`src/rtl/escase_pkg.sv`:
```
package escase_pkg;

    localparam int CHAR_W   = 8;
    localparam int CASE_BIT = 5;

    typedef logic [CHAR_W-1:0] char_t;

    // Conversion encoding equals bits 1:0 of the command letter.
    typedef enum logic [1:0] {
        CASE_LOWER = 2'b00,
        CASE_UPPER = 2'b01,
        CASE_KEEP  = 2'b10,
        CASE_FLIP  = 2'b11
    } case_mode_e;

    typedef struct packed {
        logic  valid;
        char_t data;
    } beat_t;

    localparam char_t ESC_CODE  = 8'h1B;
    localparam char_t KEY_LOWER = 8'h4C;
    localparam char_t KEY_UPPER = 8'h55;
    localparam char_t KEY_KEEP  = 8'h4E;
    localparam char_t KEY_FLIP  = 8'h43;
    localparam char_t CASE_MASK = char_t'(1) << CASE_BIT;

    function automatic logic is_alpha(input char_t c);
        char_t folded;
        folded = c | CASE_MASK;
        return (folded >= 8'h61) && (folded <= 8'h7A);
    endfunction

    function automatic logic is_command(input char_t c);
        return (c == KEY_LOWER) || (c == KEY_UPPER) ||
               (c == KEY_KEEP)  || (c == KEY_FLIP);
    endfunction

    function automatic case_mode_e mode_of(input char_t c);
        return case_mode_e'(c[1:0]);
    endfunction

endpackage

```
`src/rtl/escase_cmd_decoder.sv`:
```
module escase_cmd_decoder
    import escase_pkg::*;
(
    input  char_t      key,
    output logic       hit,
    output case_mode_e sel
);
    always_comb begin
        hit = is_command(key);
        sel = mode_of(key);
    end
endmodule

```
`src/rtl/escase_ctrl.sv`:
```
module escase_ctrl
    import escase_pkg::*;
(
    input  logic       clk,
    input  logic       rst,
    input  beat_t      in_beat,
    output logic       esc_seen,
    output case_mode_e cur_mode
);
    logic       cmd_hit;
    case_mode_e cmd_sel;

    escase_cmd_decoder dec_i (
        .key (in_beat.data),
        .hit (cmd_hit),
        .sel (cmd_sel)
    );

    always_ff @(posedge clk) begin
        if (rst) begin
            esc_seen <= 1'b0;
            cur_mode <= CASE_KEEP;
        end else if (in_beat.valid) begin
            esc_seen <= (in_beat.data == ESC_CODE);
            if (esc_seen && cmd_hit) begin
                cur_mode <= cmd_sel;
            end
        end
    end
endmodule

```
`src/rtl/escase_bit_xform.sv`:
```
module escase_bit_xform
    import escase_pkg::*;
(
    input  beat_t      src,
    input  case_mode_e mode,
    output beat_t      dst
);
    logic new_bit;

    always_comb begin
        unique case (mode)
            CASE_LOWER: new_bit = 1'b1;
            CASE_UPPER: new_bit = 1'b0;
            CASE_KEEP:  new_bit = src.data[CASE_BIT];
            CASE_FLIP:  new_bit = ~src.data[CASE_BIT];
            default:    new_bit = src.data[CASE_BIT];
        endcase
        dst = src;
        if (is_alpha(src.data)) begin
            dst.data[CASE_BIT] = new_bit;
        end
    end
endmodule

```
`src/rtl/escase_beat_reg.sv`:
```
module escase_beat_reg
    import escase_pkg::*;
(
    input  logic  clk,
    input  logic  rst,
    input  beat_t d,
    output beat_t q
);
    always_ff @(posedge clk) begin
        if (rst) begin
            q <= '0;
        end else begin
            q <= d;
        end
    end
endmodule

```
`src/rtl/escase_conv.sv`:
```
module escase_conv
    import escase_pkg::*;
(
    input  logic       clk,
    input  logic       rst,
    input  logic [7:0] in_char,
    input  logic       in_valid,
    output logic [7:0] out_char,
    output logic       out_valid
);
    beat_t      in_beat;
    beat_t      s1_beat;
    beat_t      xf_beat;
    beat_t      s2_beat;
    logic       esc_seen;
    case_mode_e cur_mode;
    logic       s1_valid;
    char_t      s1_char;

    assign in_beat.valid = in_valid;
    assign in_beat.data  = in_char;

    escase_ctrl ctrl_i (
        .clk      (clk),
        .rst      (rst),
        .in_beat  (in_beat),
        .esc_seen (esc_seen),
        .cur_mode (cur_mode)
    );

    escase_beat_reg stage1_i (
        .clk (clk),
        .rst (rst),
        .d   (in_beat),
        .q   (s1_beat)
    );

    escase_bit_xform xform_i (
        .src  (s1_beat),
        .mode (cur_mode),
        .dst  (xf_beat)
    );

    escase_beat_reg stage2_i (
        .clk (clk),
        .rst (rst),
        .d   (xf_beat),
        .q   (s2_beat)
    );

    assign s1_valid  = s1_beat.valid;
    assign s1_char   = s1_beat.data;
    assign out_char  = s2_beat.data;
    assign out_valid = s2_beat.valid;
endmodule

```
`config.mk`:
```
export PLATFORM = sky130hd
export DESIGN_NAME = escase_conv
export DESIGN_NICKNAME = d
export VERILOG_FILES = /design/src/rtl/escase_pkg.sv /design/src/rtl/escase_cmd_decoder.sv /design/src/rtl/escase_ctrl.sv /design/src/rtl/escase_bit_xform.sv /design/src/rtl/escase_beat_reg.sv /design/src/rtl/escase_conv.sv
export SDC_FILE = /design/constraint.sdc
export NUM_CORES = 1
export LEC_CHECK = 0
export BUFFER_PORTS_ARGS = -buffer_cell sky130_fd_sc_hd__buf_4
export CORE_ASPECT_RATIO = 0.9
export CORE_MARGIN = 3
export CORE_UTILIZATION = 45
export DETAILED_ROUTE_END_ITERATION = 10
export PLACE_DENSITY = 0.78
export SETUP_SLACK_MARGIN = 0.4
export SYNTH_ARGS = -nofsm -noshare
export SYNTH_HDL_FRONTEND = slang
export SYNTH_HIERARCHICAL = 1
export SYNTH_SLANG_ARGS = --single-unit
```
`constraint.sdc`:
```
create_clock -name clk -period 1.4 [get_ports clk]
set_input_delay 0.21 -clock clk [delete_from_list [all_inputs] [get_ports clk]]
set_output_delay 0.21 -clock clk [all_outputs]
set_load 0.1 [all_outputs]
```
# Word-level counts from Yosys, hierarchy flattened
# Index checks and enable logic that the tools add are counted.
[totals] reg_bits=21 latch_bits=0 ram_bits=0 rom_bits=0 inputBits=11 out_inout_bits=9 word_cells=26 memories=0
[classes] n_addsub=0 n_mul=0 n_div=0 magnitude_cmp=2 eq_ne=8 n_shift=0 mux=2 bitwise=1 reduce_logical=7
[ops] cell="$eq A8 B7 Y1 const B" count=4
[ops] cell="$eq A8 B5 Y1 const B" count=1
[ops] cell="$ge A8 B7 Y1 const B" count=1
[ops] cell="$le A8 B7 Y1 const B" count=1
[ops] cell="$eq A2 B2 Y1 const B" count=2
[ops] cell="$pmux W1 S4" count=1
[ops] cell="$logic_or A1 B1 Y1" count=3
[ops] cell="$eq A2 B1 Y1 const B" count=1
[ops] cell="$logic_and A1 B1 Y1" count=2
[ops] cell="$logic_not A2 Y1" count=1
[ops] cell="$reduce_and A2 Y1" count=1
[ops] cell="$mux W1" count=1
[ops] cell="$not A1 Y1" count=1

# Depth between registers and ports, before layout
[depth] ltp_word=6 depth_mapped=6 ltp_nobuf=6

# Hierarchy
# The synthesis kept the hierarchy.
[modules_own_cells] module="escase_beat_reg" instances=2 cells_each=18 area_each_um2=236.5 seq_area_each_um2=180.2
[modules_own_cells] module="escase_bit_xform" instances=1 cells_each=19 area_each_um2=148.9 seq_area_each_um2=0.0
[modules_own_cells] module="escase_ctrl" instances=1 cells_each=14 area_each_um2=138.9 seq_area_each_um2=60.1
[modules_own_cells] module="escase_cmd_decoder" instances=1 cells_each=10 area_each_um2=67.6 seq_area_each_um2=0.0

# Least setup slack after synthesis
# No wires, ideal clock.
[synth_timing] kind="reg2reg" from="register stage1_i/q[4] (netlist name)" to="register stage2_i/q[5] (netlist name)" setup_ns=0.065 arrival_ns=1.328 required_ns=1.335 slack_ns=0.007 stages_incl_launch_ff=6 n_path_buf=0 synth_period_minus_slack_ns=1.393 cell_sequence="dfxtp_1 or4_4 o211ai_2 o32ai_1 o21ba_1 nor2b_1"
[synth_lines] element="start: declaration" line="escase_beat_reg.sv:7" rtl="output beat_t q"
[synth_lines] element="start signal: assignment" line="escase_beat_reg.sv:11" rtl="q <= '0;"
[synth_lines] element="start signal: assignment" line="escase_beat_reg.sv:13" rtl="q <= d;"
[synth_lines] element="end signal: assignment" line="escase_beat_reg.sv:11"
[synth_lines] element="end signal: assignment" line="escase_beat_reg.sv:13"
[synth_lines] element="end: declaration" line="escase_beat_reg.sv:7"

==> summary.md <==
| Metric | Value |
|---|---|
| Cell count after synthesis | `79` |
| DR iter-0 viols | `7` |
| RSZ-0062 raised after global routing | `yes` |
| Crit path depth | `5` |
| Area grow syn2layout | `32.5%` |
| Failing checks | `negative setup slack` |
| Initial Utilization | `48.7%` |
| First-pass GRT wire length | `2.39 mm` |
| Crit-path cells | `or4_4 -> o211ai_2 -> o32ai_1 -> o21ba_1 -> nor2b_1` |
| Clock Sinks | `21` |
| Worst skew pair latency | `300 ps` |
| Reg2reg start | `stage1_i/q[4]$_SDFF_PP0_` |
| Final setup viols | `1` |
| R2R cell count | `5` |
| Gpl congestion | `0.765` |
| MaxCap Viol Count | `0` |
| CTS tree | `built` |
| Hold path start | `in_valid` |
| Placeable Area | `0.00170 sq mm` |
| Hpwl dp | `962 um` |
| Wire length per cell | `11.8 um` |
| CP arrival | `1740 ps` |
| Sequential power share | `57.0%` |
| Postcts setup bufs | `0` |
| Die area | `0.00239 sq mm` |
| CP startpoint kind | `flip-flop` |
| Reg clk slew, reported paths | `110 ps` |
| Final Slew Violations | `0` |
| Sw Share | `26.7%` |
| DRT antenna net count | `0` |
| Rel. slew slack | `83.1%` |
| Post-route cell area | `0.00110 sq mm` |
| I/O Buffers | `19` |
| Detailed-route via count | `565` |
| Fmax | `0.669 GHz` |
| Crit path largest cell delay | `540 ps` |
| NetSw | `0.000300 W` |
| Static leakage | `0.441 nW` |
| Final Critical Period | `1500 ps` |
| Hold_buf cts | `0` |
| Vias in the first global route | `551` |
| Final period utilization | `107%` |
| Final WS setup | `-95.0 ps` |
| Setup Skew | `9.14 ps` |
| Worst EP required | `1640 ps` |
| GRT overflow | `0` |
| Comb power frac | `18.5%` |
| Nets | `106` |
| Post-Route WL | `1.39 mm` |
| Worst VDD drop | `0.621 mV` |
| Dpl cell area | `957 sq um` |
| CP Capture Type | `flip-flop` |
| Layout cells sized above 1 | `40.4%` |
| GRT Util Overall | `14.2%` |
| Total power draw | `0.00112 W` |
| Crit-path max FO | `2` |
| Hold depth | `2` |
| # DRC | `0` |
| Delay-heaviest family, CP | `simple AND/OR/NAND/NOR gates` |
| Avg Cell Area, Syn | `10.5 sq um` |
| Site Rows | `14` |
| Vias/cell | `4.79` |
| Initial antenna violation count | `0` |
| Final antenna diode count | `0` |
| CTS Buf Count | `3` |
| Die H | `46.7 um` |
| Setup CP Type | `reg2reg` |
| Crit-path slowest cell | `or4_4` |
| WHS Endpoint | `stage1_i/q[8]$_SDFF_PP0_` |
| Ys Warns | `6` |
| P per Cell Area | `1020 mW/mm^2` |
| Root Driver | `clkbuf_4` |
| Worst-margin pin slew | `254 ps` |
| Worst r2r dst | `stage2_i/q[5]$_SDFF_PP0_` |
| Library cells used by synthesis | `23` |
| CTS H-tree lvls | `1` |
| Power Internal | `0.000823 W` |
| Clock buffer depth | `2` |
| Largest net degree at the start of global routing | `23` |
| Width of the die | `51.2 um` |
| R2R Setup Slk | `-100 ps` |
| Sum Neg Setup Slack | `-95.0 ps` |
| Clock power frac | `24.5%` |
| Tightest Hold Check Type | `in2reg` |
| Yosys reg bits | `21` |
| Syn nets | `90` |
| Pre-antenna DRT Iters | `2` |
| Status | `finished with violations` |
| Register area share after synthesis | `50.8%` |
| Fin. Hold Viols | `0` |
| Top Ports | `20` |
| Synthesized cell area | `828 sq um` |
| Buf/Inv on CP | `0` |
## repair_timing
item / CTS / global route
pin swaps: 0 / 1
setup endpoints to repair: 10 / 11
resized for setup: 27 / 1
## stage by stage
stage / util [%] / hold slack [ps] / setup slack (ps) / instances
final: 64.6 / 154 / -95.0 / 118
after global routing: 64.6 / 129 / -151 / 118
after CTS: 64.5 / 146 / -92.7 / 118
after detailed placement: 56.3 / 427 / -65.9 / 114
after global placement: 56.3 / 421 / -0.741 / 114
after floorplan: - / 274 / 6.94 / 79
## synthesized netlist by cell type (all sizes together)
| cell | n | share of area [%] |
|---|---|---|
| a211oi | 1 | 0.91 |
| a21oi | 2 | 1.2 |
| and3b | 1 | 1.1 |
| buf | 10 | 9.1 |
| dfxtp | 21 | 51 |
| inv | 1 | 0.45 |
| mux2i | 2 | 2.4 |
| nand2 | 2 | 0.91 |
| nand2b | 1 | 0.76 |
| nand3 | 1 | 0.60 |
| nand3b | 2 | 1.8 |
| nand4 | 1 | 0.76 |
| nand4b | 1 | 1.1 |
| nor2 | 5 | 2.3 |
| nor2b | 19 | 14 |
| nor3b | 1 | 1.5 |
| nor4b | 1 | 1.8 |
| o211ai | 1 | 1.5 |
| o21ai | 3 | 3.2 |
| o21ba | 1 | 1.2 |
| o32ai | 1 | 1.1 |
| or4 | 1 | 1.4 |
## state kept, by name (all words and copies together), names as in the netlist
signal / count
ctrl_i/cur_mode: 2
ctrl_i/esc_seen: 1
stage1_i/q: 9
stage2_i/q: 9
## layer usage
metal / global-route usage, % / vias up / wire length, um
met3: 6.47 / 6 / 82
met5: 0 / - / 0
met1: 14.3 / 253 / 571
met2: 23.7 / 21 / 681
met4: 10.5 / 0 / 55
li1: - / 285 / -
## area by class of cell
cell class                 count  area (sq um)
fill                         150           602
sequential                    21           432
multi-input combinational     47           335
timing repair buffer          21           270
tap                           24          30.0
clock buffer                   4          26.3
inverter                       1          3.75
## cell families after synthesis
group           synth area share, %
simple gates                   28.2
flops                          50.8
buf+inv                        9.52
compound gates                 9.06
mux                            2.42
## worst max path at each step
stage / start / to / slack (ps)
3_3_place_gp: stage1_i/q[4]$_SDFF_PP0_ / stage2_i/q[5]$_SDFF_PP0_ / -0.7
3_5_place_dp: stage1_i/q[4]$_SDFF_PP0_ / stage2_i/q[5]$_SDFF_PP0_ / -70
6_report: stage1_i/q[4]$_SDFF_PP0_ / stage2_i/q[5]$_SDFF_PP0_ / -100
5_1_grt: stage1_i/q[4]$_SDFF_PP0_ / stage2_i/q[5]$_SDFF_PP0_ / -150
2_1_floorplan: stage1_i/q[4]$_SDFF_PP0_ / stage2_i/q[5]$_SDFF_PP0_ / 7
4_1_cts: stage1_i/q[4]$_SDFF_PP0_ / stage2_i/q[5]$_SDFF_PP0_ / -90
## power by group through the flow
stage                     registers (W)  logic [W]  clock network, W
final                          0.000641   0.000208          0.000275
after global routing           0.000645   0.000218          0.000330
after CTS                      0.000640   0.000208          0.000284
after detailed placement       0.000648   0.000182                 0
after global placement         0.000647   0.000180                 0
after floorplan                0.000723  0.0000590                 0
## placed cells by master (no fill, tap or decap), types with 3 or more instances in the layout
| master | count |
|---|---|
| nor2_1 | 5 |
| dfxtp_1 | 12 |
| buf_4 | 12 |
| buf_12 | 9 |
| dfxtp_2 | 9 |
| nor2b_1 | 19 |
| clkbuf_4 | 3 |
(Power assumes the default switching activity.)
